===== src/rtl/pccard_pkg.sv =====
package pccard_pkg;
  localparam logic [2:0] IDE_MODE = 3'b110;

  typedef enum logic [1:0] {
    KIND_COMMON = 2'd0,
    KIND_ATTR   = 2'd1,
    KIND_IO     = 2'd2,
    KIND_RSVD   = 2'd3
  } acc_kind_e;

  typedef struct packed {
    logic ce1_n;
    logic ce2_n;
    logic a0;
  } ce_dec_t;

  // strobe index = {is_io, write}
  localparam int unsigned STRB_N = 4;
endpackage


===== src/rtl/pccard_ce_decode.sv =====
module pccard_ce_decode
  import pccard_pkg::*;
(
  input  logic [2:0] mode_i,
  input  logic       port16_i,
  input  logic       half_i,
  input  logic       addr_lo_i,
  input  logic       ide_ce1_i,
  input  logic       ide_ce2_i,
  output ce_dec_t    dec_o
);
  always_comb begin
    dec_o = '{ce1_n: 1'b1, ce2_n: 1'b1, a0: addr_lo_i};
    if (mode_i == IDE_MODE) begin
      dec_o.ce1_n = ide_ce1_i;
      dec_o.ce2_n = ide_ce2_i;
      dec_o.a0    = addr_lo_i;
    end else if (!port16_i) begin
      // 8-bit port: everything on the even lane, 16-bit folds to even byte
      dec_o.ce1_n = 1'b0;
      dec_o.ce2_n = 1'b1;
      dec_o.a0    = half_i ? 1'b0 : addr_lo_i;
    end else if (half_i) begin
      dec_o.ce1_n = 1'b0;
      dec_o.ce2_n = 1'b0;
      dec_o.a0    = 1'b0;
    end else if (addr_lo_i) begin
      dec_o.ce1_n = 1'b1;
      dec_o.ce2_n = 1'b0;
      dec_o.a0    = 1'b1;
    end else begin
      dec_o.ce1_n = 1'b0;
      dec_o.ce2_n = 1'b1;
      dec_o.a0    = 1'b0;
    end
  end
endmodule


===== src/rtl/pccard_seq.sv =====
module pccard_seq #(
  parameter int unsigned LEN_W   = 4,
  parameter int unsigned MIN_LEN = 3
) (
  input  logic             clk_i,
  input  logic             rst_ni,
  input  logic             req_i,
  input  logic [LEN_W-1:0] len_i,
  output logic             start_o,
  output logic             active_o,
  output logic             strobe_en_o,
  output logic             done_o
);
  localparam logic [LEN_W-1:0] MIN_L = LEN_W'(MIN_LEN);

  logic             active_q, done_q;
  logic [LEN_W-1:0] phase_q, last_q;
  logic [LEN_W-1:0] len_eff;
  logic             at_last;

  assign len_eff = (len_i < MIN_L) ? MIN_L : len_i;
  assign start_o = req_i && !active_q;
  assign at_last = phase_q == last_q;

  always_ff @(posedge clk_i or negedge rst_ni) begin
    if (!rst_ni) begin
      active_q <= 1'b0;
      phase_q  <= '0;
      last_q   <= '0;
      done_q   <= 1'b0;
    end else begin
      done_q <= active_q && at_last;
      if (start_o) begin
        active_q <= 1'b1;
        phase_q  <= '0;
        last_q   <= len_eff - 1'b1;
      end else if (active_q) begin
        if (at_last) active_q <= 1'b0;
        else         phase_q  <= phase_q + 1'b1;
      end
    end
  end

  // strobe sits one clock inside the enable window on both sides
  assign active_o    = active_q;
  assign strobe_en_o = active_q && (phase_q != '0) && !at_last;
  assign done_o      = done_q;
endmodule


===== src/rtl/pccard_strobe_sel.sv =====
module pccard_strobe_sel
  import pccard_pkg::*;
(
  input  logic              fire_i,
  input  logic              is_io_i,
  input  logic              write_i,
  output logic [STRB_N-1:0] strb_n_o
);
  logic [1:0] sel;
  assign sel = {is_io_i, write_i};

  for (genvar g = 0; g < STRB_N; g++) begin : g_strb
    assign strb_n_o[g] = !(fire_i && (sel == 2'(g)));
  end
endmodule


===== src/rtl/pccard_strobe_gen.sv =====
module pccard_strobe_gen
  import pccard_pkg::*;
#(
  parameter int unsigned ADDR_W  = 26,
  parameter int unsigned LEN_W   = 4,
  parameter int unsigned MIN_LEN = 3,
  parameter int unsigned IDE_CE1_BIT = 8,
  parameter int unsigned IDE_CE2_BIT = 9
) (
  input  logic              clk_i,
  input  logic              rst_ni,
  input  logic              req_i,
  input  logic [1:0]        kind_i,
  input  logic              write_i,
  input  logic              size_i,
  input  logic              port16_i,
  input  logic [2:0]        mode_i,
  input  logic [ADDR_W-1:0] addr_i,
  input  logic              tsiz0_i,
  input  logic [LEN_W-1:0]  len_i,
  output logic [ADDR_W-1:0] sock_addr_o,
  output logic              attr_no,
  output logic              ce1_no,
  output logic              ce2_no,
  output logic              oe_no,
  output logic              we_no,
  output logic              iord_no,
  output logic              iowr_no,
  output logic              done_o
);
  logic              start, active, strobe_en;
  ce_dec_t           dec_d, dec_q;
  logic [ADDR_W-1:1] addr_hi_q;
  logic              is_io_q, is_reg_q, write_q;
  logic [STRB_N-1:0] strb_n;
  acc_kind_e         kind;

  assign kind = acc_kind_e'(kind_i);

  pccard_ce_decode u_dec (
    .mode_i    (mode_i),
    .port16_i  (port16_i),
    .half_i    (size_i),
    .addr_lo_i (addr_i[0]),
    .ide_ce1_i (addr_i[IDE_CE1_BIT]),
    .ide_ce2_i (addr_i[IDE_CE2_BIT]),
    .dec_o     (dec_d)
  );

  pccard_seq #(.LEN_W(LEN_W), .MIN_LEN(MIN_LEN)) u_seq (
    .clk_i       (clk_i),
    .rst_ni      (rst_ni),
    .req_i       (req_i),
    .len_i       (len_i),
    .start_o     (start),
    .active_o    (active),
    .strobe_en_o (strobe_en),
    .done_o      (done_o)
  );

  always_ff @(posedge clk_i or negedge rst_ni) begin
    if (!rst_ni) begin
      addr_hi_q <= '0;
      dec_q     <= '{ce1_n: 1'b1, ce2_n: 1'b1, a0: 1'b0};
      is_io_q   <= 1'b0;
      is_reg_q  <= 1'b0;
      write_q   <= 1'b0;
    end else if (start) begin
      addr_hi_q <= addr_i[ADDR_W-1:1];
      dec_q     <= dec_d;
      is_io_q   <= kind == KIND_IO;
      is_reg_q  <= (kind == KIND_ATTR) || (kind == KIND_IO);
      write_q   <= write_i;
    end
  end

  // no strobe when the window selects neither lane
  pccard_strobe_sel u_sel (
    .fire_i   (strobe_en && !(dec_q.ce1_n && dec_q.ce2_n)),
    .is_io_i  (is_io_q),
    .write_i  (write_q),
    .strb_n_o (strb_n)
  );

  assign sock_addr_o = {addr_hi_q, dec_q.a0};
  assign ce1_no      = active ? dec_q.ce1_n : 1'b1;
  assign ce2_no      = active ? dec_q.ce2_n : 1'b1;
  assign attr_no     = active ? !is_reg_q : tsiz0_i;
  assign oe_no       = strb_n[0];
  assign we_no       = strb_n[1];
  assign iord_no     = strb_n[2];
  assign iowr_no     = strb_n[3];
endmodule


===== config.mk =====
export PLATFORM = sky130hd
export DESIGN_NAME = pccard_strobe_gen
export DESIGN_NICKNAME = d
export VERILOG_FILES = /design/src/rtl/pccard_pkg.sv /design/src/rtl/pccard_ce_decode.sv /design/src/rtl/pccard_seq.sv /design/src/rtl/pccard_strobe_sel.sv /design/src/rtl/pccard_strobe_gen.sv
export SDC_FILE = /design/constraint.sdc
export NUM_CORES = 1
export LEC_CHECK = 0
export BUFFER_PORTS_ARGS = -buffer_cell sky130_fd_sc_hd__buf_2
export CAP_MARGIN = 10
export CORE_MARGIN = 8
export CORE_UTILIZATION = 51
export CTS_CLUSTER_DIAMETER = 120
export DETAILED_ROUTE_END_ITERATION = 10
export PLACE_DENSITY = 0.84
export SYNTH_ARGS = -nofsm -noshare
export SYNTH_HDL_FRONTEND = slang
export SYNTH_SLANG_ARGS = --single-unit

===== constraint.sdc =====
create_clock -name clk_i -period 3.05 [get_ports clk_i]
set_clock_uncertainty 0.2 [all_clocks]
set_input_delay 0.305 -clock clk_i [delete_from_list [all_inputs] [get_ports clk_i]]
set_output_delay 0.305 -clock clk_i [all_outputs]
set_load 0.1 [all_outputs]

==> results by stage <==
Timing:
- The post-route clock period utilization is 91.79%.
- For the pin with the worst max-slew slack, the measured transition is 0.8765 ns.
- The total count of max-transition violations in the final report is 0.
- Setup repair after global routing left no endpoint under its margin.
- The post-route minimum period is 2.800 ns.
- For this run, the top clock speed supported by timing is 357.2 MHz.
- The setup-violating endpoint count in the final report is 0.
- The total count of hold-check failures in the final report is 0.
- Setup total negative slack on the finished layout was measured at 0 ns.
- In this run the tightest slew margin relative to its limit is 41.57%.

GRT:
- The maximum number of pins on one net before global-route repair is 42.
- The peak-usage layer in the global routing report is met2.
- The global-route wire length before repair is 8252 um.
- In the global route stage, met1 resource usage came out at 21.00%.
- Global routing used 33.65% of the available met2 tracks.
- The number of antenna violations at the first check in global routing was 0.
- The total congestion overflow is 0.
- In the global route stage, overall resource usage came out at 19.07%.
- The via count of the first global-routing pass came to 1,813.
- The met3 usage is 5.921%.

Routing:
- The routed wirelength normalized by instance count is 14.33 um.
- In this run the remaining antenna-violating nets after routing total 0.
- Using the TritonRoute via totals, the vias-per-cell ratio works out to 4.918.
- The DRC violation total after the first TritonRoute iteration is 50.
- In the routed design, unresolved DRC markers number 0.
- The overall routed net length is 5058 um.
- The count of vias placed by the detailed router is 1,736.
- The first detailed-routing pass took 4 iterations.

Worst setup path:
- The worst-case register-to-register setup slack is 0.99 ns.
- The startpoint of the worst register-to-register path is u_seq.active_o.
- For the worst flop-to-flop path, the logic depth is 4.
- The endpoint identified for the worst register-to-register timing path is addr_hi_q[11].
- Along the worst path, the maximum fanout reaches 6.
- STA classifies the critical path endpoint as an output pin.
- At the worst endpoint, the required time is 2.54 ns.
- The startpoint-to-endpoint class of the critical path is reg -> out.
- STA classifies the critical path startpoint as a register.
- STA puts the critical path data arrival time at 2.29 ns.

Clocking:
- The root buffer cell is sky130_fd_sc_hd__clkbuf_4.
- The number of clock sinks is 41.
- The maximum buffer depth of the clock tree is 2.
- The TritonCTS clock tree is yes.
- The insertion delay of the later-clocked pin in the worst-skew pair is 0.35 ns.
- The clock transition at the registers of the reported paths is 0.11 ns.
- The number of buffers inserted by post-CTS setup repair is 0.
- The total CTS buffers is 5.
- The deepest level of the CTS H-tree is 2.

Min path:
- The startpoint of the lowest-slack hold path is len_i[3].
- The class of the most critical hold timing path is in -> reg.
- Along the worst hold path, the cell count comes to 3.
- The sink of the worst hold path is u_seq.last_q[3].

Logic synthesis:
- Yosys mapped a number of flops with a built-in enable equal to 0.
- The async set or reset register ratio after synthesis is 100.0%.
- The proportion of netlist area held by the largest area contributor is 53.46%.
- The portion of the post-synthesis area used by sequential elements is 56.34%.
- The main flop type after synthesis is sky130_fd_sc_hd__dfrtp_1.
- The total standard cell area after synthesis is 1826 sq um.
- The biggest area contributor in the post-synthesis netlist is sky130_fd_sc_hd__dfrtp_1.
- The total number of yosys warnings is 0.
- Synthesis produced a netlist whose cell count is 203.
- The average footprint of a synthesized cell is 8.993 sq um.
- The distinct cell type count of the synthesized netlist is 30.
- Ranked by total cell area, the synthesized netlist is headed by sky130_fd_sc_hd__dfrtp_1 (53%), sky130_fd_sc_hd__nand2_1 (20%), sky130_fd_sc_hd__dfstp_2 (2.9%).
- The total nets after synthesis is 249.
- The number of storage elements in the synthesis netlist is 41.

Floorplanning:
- The placement row count is 21.
- The region available for standard cell placement spans 3390 sq um.
- The overall die area is 5750 sq um.
- The overall die width is 75.83 um.
- From bottom edge to top edge, the die measures 75.83 um.
- For this configuration, the core starts out at a cell density of 53.86%.
- The top-level I/O count is 76.

Final layout:
- The number of diodes added for antenna fixing is 0.
- The layout overhead on the synthesized area is 41.54%.
- The fraction of final layout cells sized beyond drive strength 1 is 29.64%.
- The total number of nets in the final design is 352.

Placement:
- After legalization and detailed placement, the total HPWL measured 3328 um.
- The number of buffers added on ports is 75.
- At the end of routability-driven placement, the weighted congestion stood at 0.8489.

Run status:
- The run finished with clean final reports.

Job:
- The count of max-cap constraint violations is 0.
==> per-stage QoR <==
stage | utilization (%) | hold slack [ns] | instance area, sq um | instances | setup slack [ns]
5_1_grt | 76.23 | 0.04751 | 2584 | 353 | 0.09346
3_3_place_gp | 66.04 | 0.2532 | 2238 | 317 | 0.6919
4_1_cts | 76.23 | 0.02638 | 2584 | 353 | 0.2393
6_report | 76.23 | 0.04203 | 2584 | 353 | 0.2505
3_5_place_dp | 66.04 | 0.2572 | 2238 | 317 | 0.6268
2_1_floorplan | - | -0.1906 | 1826 | 203 | 0.2664
==> cell type report <==
type | count | area [sq um]
clock buffer | 6 | 51.30
timing repair buffer | 105 | 670.6
sequential | 41 | 1028
tap | 46 | 57.56
multi-input combinational | 149 | 747.0
inverter | 4 | 15.01
clock inverter | 2 | 13.76
fill | 232 | 805.8
==> cells in the mapped netlist, drive strengths merged (2+ instances only) <==
cell type	instances
o21ai	5
nand4b	2
nand2b	3
xor2	4
ha	4
nand2	95
clkbuf	8
inv	4
nand3	6
dfstp	2
nor2	8
dfrtp	39
mux2i	2
o211ai	3
nor2b	2
xnor2	2
==> layer usage <==
layer  part of all wire [%]  up-vias
li1                       -      854
met5                      0        -
met3                    7.0        7
met2                     52       56
met1                     39      819
met4                    1.4        0
==> cells by family (layout without fill, tap and decap cells) <==
group,after synthesis,after routing,synth area share (%)
AOI/OAI and AO/OA,14,14,5.209
DFF,41,41,56.34
and+or+nand+nor,122,122,28.24
buffers and inverters,13,117,2.879
adders and majority gates,4,4,2.742
xor gates and xnor gates,6,6,2.879
muxes,3,3,1.714
==> how the worst max path moves through the flow <==
| stage | start | to | cells after the start |
|---|---|---|---|
| finish | u_seq.phase_q[1] | iowr_no | 5 |
| global route | u_seq.phase_q[1] | iord_no | 5 |
| CTS | u_seq.phase_q[1] | iowr_no | 5 |
| detailed placement | u_seq.phase_q[1] | iowr_no | 5 |
| global placement | u_seq.phase_q[1] | iord_no | 5 |
| floorplan | u_seq.active_o | attr_no | 2 |
==> sequential cells by signal (all words and copies together), names as in the netlist <==
name / cells
is_reg_q: 1
u_seq.active_o: 1
write_q: 1
sock_addr_o: 1
u_seq.done_o: 1
is_io_q: 1
addr_hi_q: 25
u_seq.last_q: 4
u_seq.phase_q: 4
dec_q: 2
==> critical path: stages (launching register included) <==
cell and delay, ns:
sky130_fd_sc_hd__dfrtp_1 0.46, sky130_fd_sc_hd__xor2_1 0.21, sky130_fd_sc_hd__nor4_2 0.52, sky130_fd_sc_hd__nor2b_1 0.20
sky130_fd_sc_hd__nand4_1 0.14, sky130_fd_sc_hd__buf_2 0.43
==> cells in the final DEF, fill, tap and decap left out, types with 2 or more instances in the layout <==
master and count:
sky130_fd_sc_hd__buf_2 75, sky130_fd_sc_hd__dfrtp_1 39, sky130_fd_sc_hd__buf_4 2, sky130_fd_sc_hd__dfstp_2 2, sky130_fd_sc_hd__dlygate4sd3_1 28, sky130_fd_sc_hd__ha_1 4
sky130_fd_sc_hd__xnor2_1 2, sky130_fd_sc_hd__nand2b_1 3, sky130_fd_sc_hd__nand3_1 6, sky130_fd_sc_hd__mux2i_1 2, sky130_fd_sc_hd__xor2_1 4, sky130_fd_sc_hd__nand2_1 95
sky130_fd_sc_hd__nor2_1 8, sky130_fd_sc_hd__o211ai_1 3, sky130_fd_sc_hd__clkbuf_4 5, sky130_fd_sc_hd__inv_1 4, sky130_fd_sc_hd__o21ai_0 5, sky130_fd_sc_hd__nand4b_1 2
==> timing repair <==
action                    CTS  global route
resized for setup           0             0
hold endpoints to repair   66             0
hold buffers               28             0
Power is not shown: default switching activity piles up to over one toggle a cycle in this logic, so the estimate is an artifact.
